### src/rtl/phase_pwm_dimmer.sv
`timescale 1ns/1ps
module phase_pwm_dimmer #(
  parameter int NCH = 6,
  parameter int CW  = 8,
  parameter int SW  = 7
) (
  input  logic           clk,
  input  logic           rst_n,
  input  logic           tick,
  input  logic [CW-1:0]  duty,
  input  logic           even_sp,
  input  logic [SW-1:0]  step,
  input  logic [NCH-1:0] ch_en,
  input  logic [1:0]     mode_sel,
  input  logic           ext_pwm,
  output logic [NCH-1:0] gate
);
  localparam int PER = 1 << CW;
  localparam logic [CW-1:0] TOP = CW'(PER - 1);

  logic [CW-1:0]  cnt, duty_s;
  logic [SW-1:0]  step_s;
  logic           even_s;
  logic [NCH-1:0] on;
  logic           wrap;

  assign wrap = tick && (cnt == TOP);

  always_ff @(posedge clk) begin
    if (!rst_n) begin
      cnt    <= '0;
      duty_s <= '0;
      step_s <= '0;
      even_s <= 1'b0;
    end else begin
      if (tick) cnt <= cnt + 1'b1;
      if (wrap) begin
        duty_s <= duty;
        step_s <= step;
        even_s <= even_sp;
      end
    end
  end

  for (genvar k = 0; k < NCH; k++) begin : g_ch
    localparam logic [CW-1:0] EVEN_OFF = CW'((k * PER) / NCH);
    logic [CW-1:0] off, rel;
    assign off   = even_s ? EVEN_OFF : CW'(k * int'(step_s));
    assign rel   = cnt - off;
    assign on[k] = (duty_s == TOP) || (rel < duty_s);
  end

  always_ff @(posedge clk) begin
    if (!rst_n)              gate <= '0;
    else if (mode_sel == 2'b00) gate <= ch_en & {NCH{ext_pwm}};
    else                     gate <= ch_en & on;
  end
endmodule


### config.mk
export PLATFORM = sky130hd
export DESIGN_NAME = phase_pwm_dimmer
export DESIGN_NICKNAME = d
export VERILOG_FILES = /design/src/rtl/phase_pwm_dimmer.sv
export SDC_FILE = /design/constraint.sdc
export NUM_CORES = 1
export LEC_CHECK = 0
export BUFFER_PORTS_ARGS = -buffer_cell sky130_fd_sc_hd__buf_2
export CAP_MARGIN = 40
export CORE_MARGIN = 5
export CORE_UTILIZATION = 35
export CTS_CLUSTER_SIZE = 16
export DETAILED_ROUTE_END_ITERATION = 8
export GPL_TIMING_DRIVEN = 0
export PLACE_DENSITY = 0.61
export SYNTH_ARGS = -nofsm -noshare
export SYNTH_HDL_FRONTEND = slang
export SYNTH_SLANG_ARGS = --single-unit
### constraint.sdc
create_clock -name clk -period 3.6 [get_ports clk]
set_input_delay 0.72 -clock clk [delete_from_list [all_inputs] [get_ports clk]]
set_output_delay 0.72 -clock clk [all_outputs]
set_load 0.05 [all_outputs]
After elaboration in Yosys (flattened, before gate mapping)
Index checks and enable logic that the tools add are counted.

storage, ports and cells
  logic and storage cells = 37
  output and inout port bits = 6
  register bits = 30

operators by class
  equal/unequal tests = 2
  mux-type cells = 6
  bitwise operators = 2
  reductions and logical operators = 8
  $add $sub $neg = 6
  $lt $le $gt $ge = 6
  multipliers = 2

operator list
  cell                                                               number
  8-bit less-than comparator                                         6
  8-bit 2-to-1 mux                                                   4
  8-bit subtractor                                                   4
  8-bit equality test, second input constant                         2
  6-bit bitwise AND                                                  2
  8-bit by 1-bit adder with 8-bit output, second input constant      1
  2-bit by 7-bit multiplier with 8-bit output, first input constant  1
  3-bit by 7-bit multiplier with 8-bit output, first input constant  1
  8-bit by 7-bit subtractor with 8-bit output                        1
  7-bit 2-to-1 mux                                                   1
  1-bit logical OR                                                   6
  6-bit 2-to-1 mux                                                   1
  2-bit zero test                                                    1
  1-bit logical AND                                                  1

Depth between registers and ports, before layout
  word-level depth = 7
  mapped depth = 15
  depth with buffers taken out = 15

Worst setup path after synthesis
No wires, ideal clock.

  path type = register -> register
  start point = register even_s
  end point = register gate[4]
  stages on the path, launching flop included = 14
  data arrival time = 3.054 ns
  path slack = 0.476 ns
  library setup time = 0.070 ns
  cell sequence = dfxtp_1 -> clkbuf_1 -> nand2b_1 -> ha_1 -> nor2b_1 -> o21ai_1 -> a21boi_1 -> or4b_1 -> o311ai_0 -> ha_1 -> and4_1 -> a221oi_1 -> o21ai_0 -> a21oi_1

between the ends
  longest elaborated chain between the ends = 6

ends and longest elaborated chain
  item                        line  RTL
  start: declaration          23    logic even_s;
  start signal: assignment    40    even_s <= even_sp;
  8-bit 2-to-1 mux            48    assign off = even_s ? EVEN_OFF : CW'(k * int'(step_s));
  8-bit subtractor            49    assign rel = cnt - off;
  8-bit less-than comparator  50    assign on[k] = (duty_s == TOP) || (rel < duty_s);
  1-bit logical OR            50
  6-bit bitwise AND           56    else gate <= ch_en & on;
  6-bit 2-to-1 mux            55    else if (mode_sel == 2'b00) gate <= ch_en & {NCH{ext_pwm}};
  end signal: assignment      55
  end signal: assignment      56
  end: declaration            16    output logic [NCH-1:0] gate

No other way between the ends.
A chain may end at the register's enable or synchronous reset.

Worst setup path after layout
  start point = register step_s[1]
  end point = register gate[5]

between the ends
  longest elaborated chain between the ends = 7

ends and longest elaborated chain
  item                                         line  RTL
  start: declaration                           22    logic [SW-1:0] step_s;
  start signal: assignment                     39    step_s <= step;
  3-bit by 7-bit multiplier with 8-bit output  48
  8-bit 2-to-1 mux                             48
  8-bit subtractor                             49
  8-bit less-than comparator                   50
  1-bit logical OR                             50
  6-bit bitwise AND                            56
  6-bit 2-to-1 mux                             55

No other way between the ends.

==> report_table.html <==
<table>
<tr><th>Metric</th><th>Value</th></tr>
<tr><th colspan="2">Synth</th></tr>
<tr><td>Leading cell type by number of instances after synthesis</td><td>sky130_fd_sc_hd__ha_1</td></tr>
<tr><td>Cell count after synthesis</td><td>478</td></tr>
<tr><td>Cell types occupying the most area after synthesis</td><td>sky130_fd_sc_hd__ha_1, sky130_fd_sc_hd__dfxtp_1, sky130_fd_sc_hd__xnor2_1, sky130_fd_sc_hd__nand2_1, sky130_fd_sc_hd__a21o_1</td></tr>
<tr><td>Fraction of synthesis flops using an asynchronous set or reset pin</td><td>0%</td></tr>
<tr><td>Flops &amp; latches, synth</td><td>30</td></tr>
<tr><td>Yosys warning total</td><td>0</td></tr>
<tr><td>Cell type with the highest aggregate area in the netlist</td><td>sky130_fd_sc_hd__ha_1</td></tr>
<tr><td>Sequential area share after synthesis</td><td>15.1%</td></tr>
<tr><td>Number of enable flip-flop cells after synthesis</td><td>0</td></tr>
<tr><td>Synth cell types</td><td>52</td></tr>
<tr><td>Post-Synthesis Cell Area</td><td>3970 um^2</td></tr>
<tr><td>Post-Syn Area per Cell</td><td>8.31 um^2</td></tr>
<tr><td>Total nets after synthesis</td><td>605</td></tr>
<tr><td>Fraction of post-synthesis cell area in the top cell type by area</td><td>29.0%</td></tr>
<tr><td>Most used flip-flop cell after synthesis</td><td>sky130_fd_sc_hd__dfxtp_1</td></tr>
<tr><td>Top post-synthesis cells by count</td><td>sky130_fd_sc_hd__ha_1, sky130_fd_sc_hd__nand2_1, sky130_fd_sc_hd__dfxtp_1, sky130_fd_sc_hd__inv_1, sky130_fd_sc_hd__nor2_1</td></tr>
<tr><th colspan="2">STA</th></tr>
<tr><td>Final worst-path cycle share</td><td>93.6%</td></tr>
<tr><td>Final hold slack</td><td>470 ps</td></tr>
<tr><td>Worst clock skew</td><td>3.77 ps</td></tr>
<tr><td>Max-Slew Margin vs Limit</td><td>62.7%</td></tr>
<tr><td>Shortest clock period the worst path allows after layout</td><td>3370 ps</td></tr>
<tr><td>Count of final max-slew check failures</td><td>0</td></tr>
<tr><td>Fin. Hold Viols</td><td>0</td></tr>
<tr><td>Slack of the critical path</td><td>232 ps</td></tr>
<tr><td>Achievable clock frequency</td><td>0.297 GHz</td></tr>
<tr><td>Finish-stage setup viols</td><td>0</td></tr>
<tr><td>Slew at the pin closest to its max-slew limit</td><td>559 ps</td></tr>
<tr><th colspan="2">Outcome</th></tr>
<tr><td>Run status</td><td>finished clean</td></tr>
<tr><th colspan="2">Detailed routing</th></tr>
<tr><td>Per-cell via count in the routed design</td><td>5.34</td></tr>
<tr><td>Via Count</td><td>3527</td></tr>
<tr><td>Per-cell routed wire length</td><td>15.4 um</td></tr>
<tr><td>Aggregate routed wire length</td><td>10.2 mm</td></tr>
<tr><td>Post-route DRC</td><td>0</td></tr>
<tr><td>Post-DRT Antenna Nets</td><td>0</td></tr>
<tr><td>Router iterations before antenna repair</td><td>4</td></tr>
<tr><td>1st-iter DRT viols</td><td>101</td></tr>
<tr><th colspan="2">Setup path</th></tr>
<tr><td>Delay of the slowest cell on the worst path</td><td>390 ps</td></tr>
<tr><td>Critical Path End Type</td><td>register</td></tr>
<tr><td>CP Data Required Time</td><td>3790 ps</td></tr>
<tr><td>Most used cell, CP</td><td>sky130_fd_sc_hd__ha_1</td></tr>
<tr><td>WP buf/inv</td><td>1</td></tr>
<tr><td>Cell with the largest stage delay on the worst path</td><td>sky130_fd_sc_hd__fa_1</td></tr>
<tr><td>Sort of element at the start of the critical path</td><td>register</td></tr>
<tr><td>Critical path arrival</td><td>3560 ps</td></tr>
<tr><td>Critical path class</td><td>reg -&gt; reg</td></tr>
<tr><td>Maximum fanout along the worst path</td><td>7</td></tr>
<tr><td>Category of cells accounting for the largest share of critical-path delay</td><td>adder cells</td></tr>
<tr><td>Cell-by-cell listing of the critical path</td><td>ha_1 -&gt; ha_1 -&gt; inv_1 -&gt; fa_1 -&gt; nor2b_1 -&gt; ha_1 -&gt; o21ai_0 -&gt; a21oi_2 -&gt; nor2_1 -&gt; xnor2_1 -&gt; ha_1 -&gt; a21o_1 -&gt; a21oi_1 -&gt; o211ai_1 -&gt; a31oi_1</td></tr>
<tr><th colspan="2">Power</th></tr>
<tr><td>Leak Pwr</td><td>0.00206 uW</td></tr>
<tr><td>Reg power frac</td><td>33.4%</td></tr>
<tr><td>Areal power density over the cells</td><td>231 nW/um^2</td></tr>
<tr><td>Cell-internal power</td><td>772 uW</td></tr>
<tr><td>Proportion of total power due to net switching</td><td>25.8%</td></tr>
<tr><td>Net switching power figure</td><td>268 uW</td></tr>
<tr><td>Combinational share of power</td><td>18.9%</td></tr>
<tr><td>Maximum resistive drop on vdd</td><td>193 uV</td></tr>
<tr><td>Share of power burned in the clock network</td><td>47.7%</td></tr>
<tr><th colspan="2">GRT</th></tr>
<tr><td>Maximum number of pins on one net before global-route repair</td><td>13</td></tr>
<tr><td>Initial antenna violation count</td><td>0</td></tr>
<tr><td>Number of global-route vias before repair</td><td>3570</td></tr>
<tr><td>All-Layer GR Usage</td><td>15.4%</td></tr>
<tr><td>Gr ovfl total</td><td>0</td></tr>
<tr><td>First-pass GRT wire length</td><td>16.7 mm</td></tr>
<tr><th colspan="2">Floorplanning</th></tr>
<tr><td>Core ar.</td><td>11300 um^2</td></tr>
<tr><td>IO Count</td><td>34</td></tr>
<tr><td>Area of the die</td><td>13600 um^2</td></tr>
<tr><td>Die extent in y</td><td>117 um</td></tr>
<tr><td>Total number of placement rows</td><td>39</td></tr>
<tr><td>Initial core utilization</td><td>35.2%</td></tr>
<tr><td>Width of the chip</td><td>117 um</td></tr>
<tr><th colspan="2">Clock network</th></tr>
<tr><td>Number of H-tree levels</td><td>2</td></tr>
<tr><td>Worst-skew pair later-pin latency</td><td>280 ps</td></tr>
<tr><td>Clock tree from TritonCTS</td><td>done</td></tr>
<tr><td>Clock sink count</td><td>30</td></tr>
<tr><td>Inserted Clock Buffers</td><td>5</td></tr>
<tr><td>Max clock buf depth</td><td>2</td></tr>
<tr><td>Clock slew at the register clock pins of the worst setup and hold paths</td><td>50 ps</td></tr>
<tr><td>Clock Tree Root</td><td>sky130_fd_sc_hd__clkbuf_16</td></tr>
<tr><th colspan="2">Flow run</th></tr>
<tr><td>Max capacitance violation total</td><td>0</td></tr>
<tr><th colspan="2">Cells and area</th></tr>
<tr><td>Count of antenna diodes in the layout</td><td>0</td></tr>
<tr><td>Final instance count without filler cells</td><td>660</td></tr>
<tr><td>Non-Filler Cell Area, Final</td><td>4500 um^2</td></tr>
<tr><td>Filler Cells Inserted</td><td>1122</td></tr>
<tr><td>Fin util</td><td>39.9%</td></tr>
<tr><td>Storage cell area</td><td>612 um^2</td></tr>
<tr><td>Area used by multi-input combinational logic</td><td>3210 um^2</td></tr>
<tr><td>Synth-to-layout area growth</td><td>13.3%</td></tr>
<tr><td>Total number of nets in the final design</td><td>644</td></tr>
<tr><td>Fraction of layout cells with a size suffix above 1</td><td>11.2%</td></tr>
<tr><th colspan="2">Place</th></tr>
<tr><td>Pre-CTS setup slack</td><td>-149 ps</td></tr>
<tr><td>HPWL after DPL</td><td>8.14 mm</td></tr>
<tr><td>Placed Instances</td><td>653</td></tr>
<tr><td>Port Buffer Count</td><td>32</td></tr>
<tr><td>Area after DPL</td><td>4310 um^2</td></tr>
<tr><td>Routability cong.</td><td>0.873</td></tr>
<tr><th colspan="2">Worst hold path</th></tr>
<tr><td>Type of the tightest min-delay check</td><td>reg -&gt; reg</td></tr>
</table>
[cell usage in the layout, fill, tap and decap left out, drive strengths merged, types with 4 or more instances in the layout]
cell     n
a21boi  19
a21o    20
a21oi   28
a31oi    5
and2     6
buf     37
clkbuf  11
dfxtp   30
fa       7
ha      92
inv     30
mux2i    5
nand2   51
nand2b  12
nand3   10
nand4   14
nor2    30
nor2b   12
nor3     4
o211ai   6
o21ai   14
o21bai   6
xnor2   27
xor2    10
[routing by layer]
layer / vias up / share of wire [%] / global-route usage [%]
li1: 1796 / - / -
met1: 1640 / 46 / 19.5
met2: 83 / 48 / 27.4
met3: 8 / 5.2 / 2.69
met4: 0 / 1.1 / 2.83
met5: - / 0 / 0
[path summary, 6_finish.rpt]
path	from	to	slack (ps)	depth (start not counted)
setup / recovery	step_s[1]	gate[5]	230	15
hold reg to reg	duty_s[1]	duty_s[1]	470	2
hold / removal	duty_s[1]	duty_s[1]	470	2
setup reg to reg	step_s[1]	gate[5]	230	15
[flip-flops by register name, indices dropped and copies added (netlist names)]
register	flops
even_s	1
step_s	7
duty_s	8
cnt	8
gate	6
[per-stage QoR]
step	setup TNS (ps)	total power [uW]
CTS	0	1050
detailed placement	-149	549
global route	-0.527	1090
global placement	-86.2	543
finish	0	1040
floorplan	0	497
[what timing repair did]
item / CTS / global route
endpoints found under the setup margin: 2 / 4
hold buffers: 0 / 0
endpoints found under the hold margin: 0 / 0
resized for setup: 2 / 11
pin swaps: 0 / 1
setup buffers: 0 / 0
[worst register-to-register path: stages, from the launching register on]
cell and delay (ps):
sky130_fd_sc_hd__dfxtp_4 370, sky130_fd_sc_hd__ha_1 310, sky130_fd_sc_hd__ha_1 220, sky130_fd_sc_hd__inv_1 70, sky130_fd_sc_hd__fa_1 390, sky130_fd_sc_hd__nor2b_1 140
sky130_fd_sc_hd__ha_1 320, sky130_fd_sc_hd__o21ai_0 120, sky130_fd_sc_hd__a21oi_2 170, sky130_fd_sc_hd__nor2_1 70, sky130_fd_sc_hd__xnor2_1 130, sky130_fd_sc_hd__ha_1 320
sky130_fd_sc_hd__a21o_1 190, sky130_fd_sc_hd__a21oi_1 170, sky130_fd_sc_hd__o211ai_1 120, sky130_fd_sc_hd__a31oi_1 180
[power by group through the flow]
stage | clock (uW) | combinational [uW] | sequential (uW)
after floorplan | 0 | 125 | 373
after global placement | 0 | 187 | 356
after detailed placement | 0 | 193 | 356
after CTS | 501 | 196 | 349
after global routing | 513 | 223 | 348
final | 496 | 197 | 348
[cell type report]
type / count / share of cell area, %
Multi-Input combinational cell: 408 / 71.4
Sequential cell: 30 / 13.6
Tap cell: 143 / 3.98
Timing Repair Buffer: 32 / 3.56
Clock buffer: 6 / 3.09
Inverter: 30 / 2.50
Buffer: 10 / 1.17
Clock inverter: 1 / 0.667
[cells by family (layout without fill, tap and decap cells)]
group / count (synthesis) / count (layout) / synth area share [%]
mux: 5 / 5 / 1.26
flops: 30 / 30 / 15.1
compound gates: 111 / 111 / 18.9
simple gates: 155 / 155 / 19.3
buf+inv: 40 / 79 / 4.13
xor+xnor: 38 / 38 / 8.72
fa+ha+maj: 99 / 99 / 32.5
(Power assumes the default switching activity.)
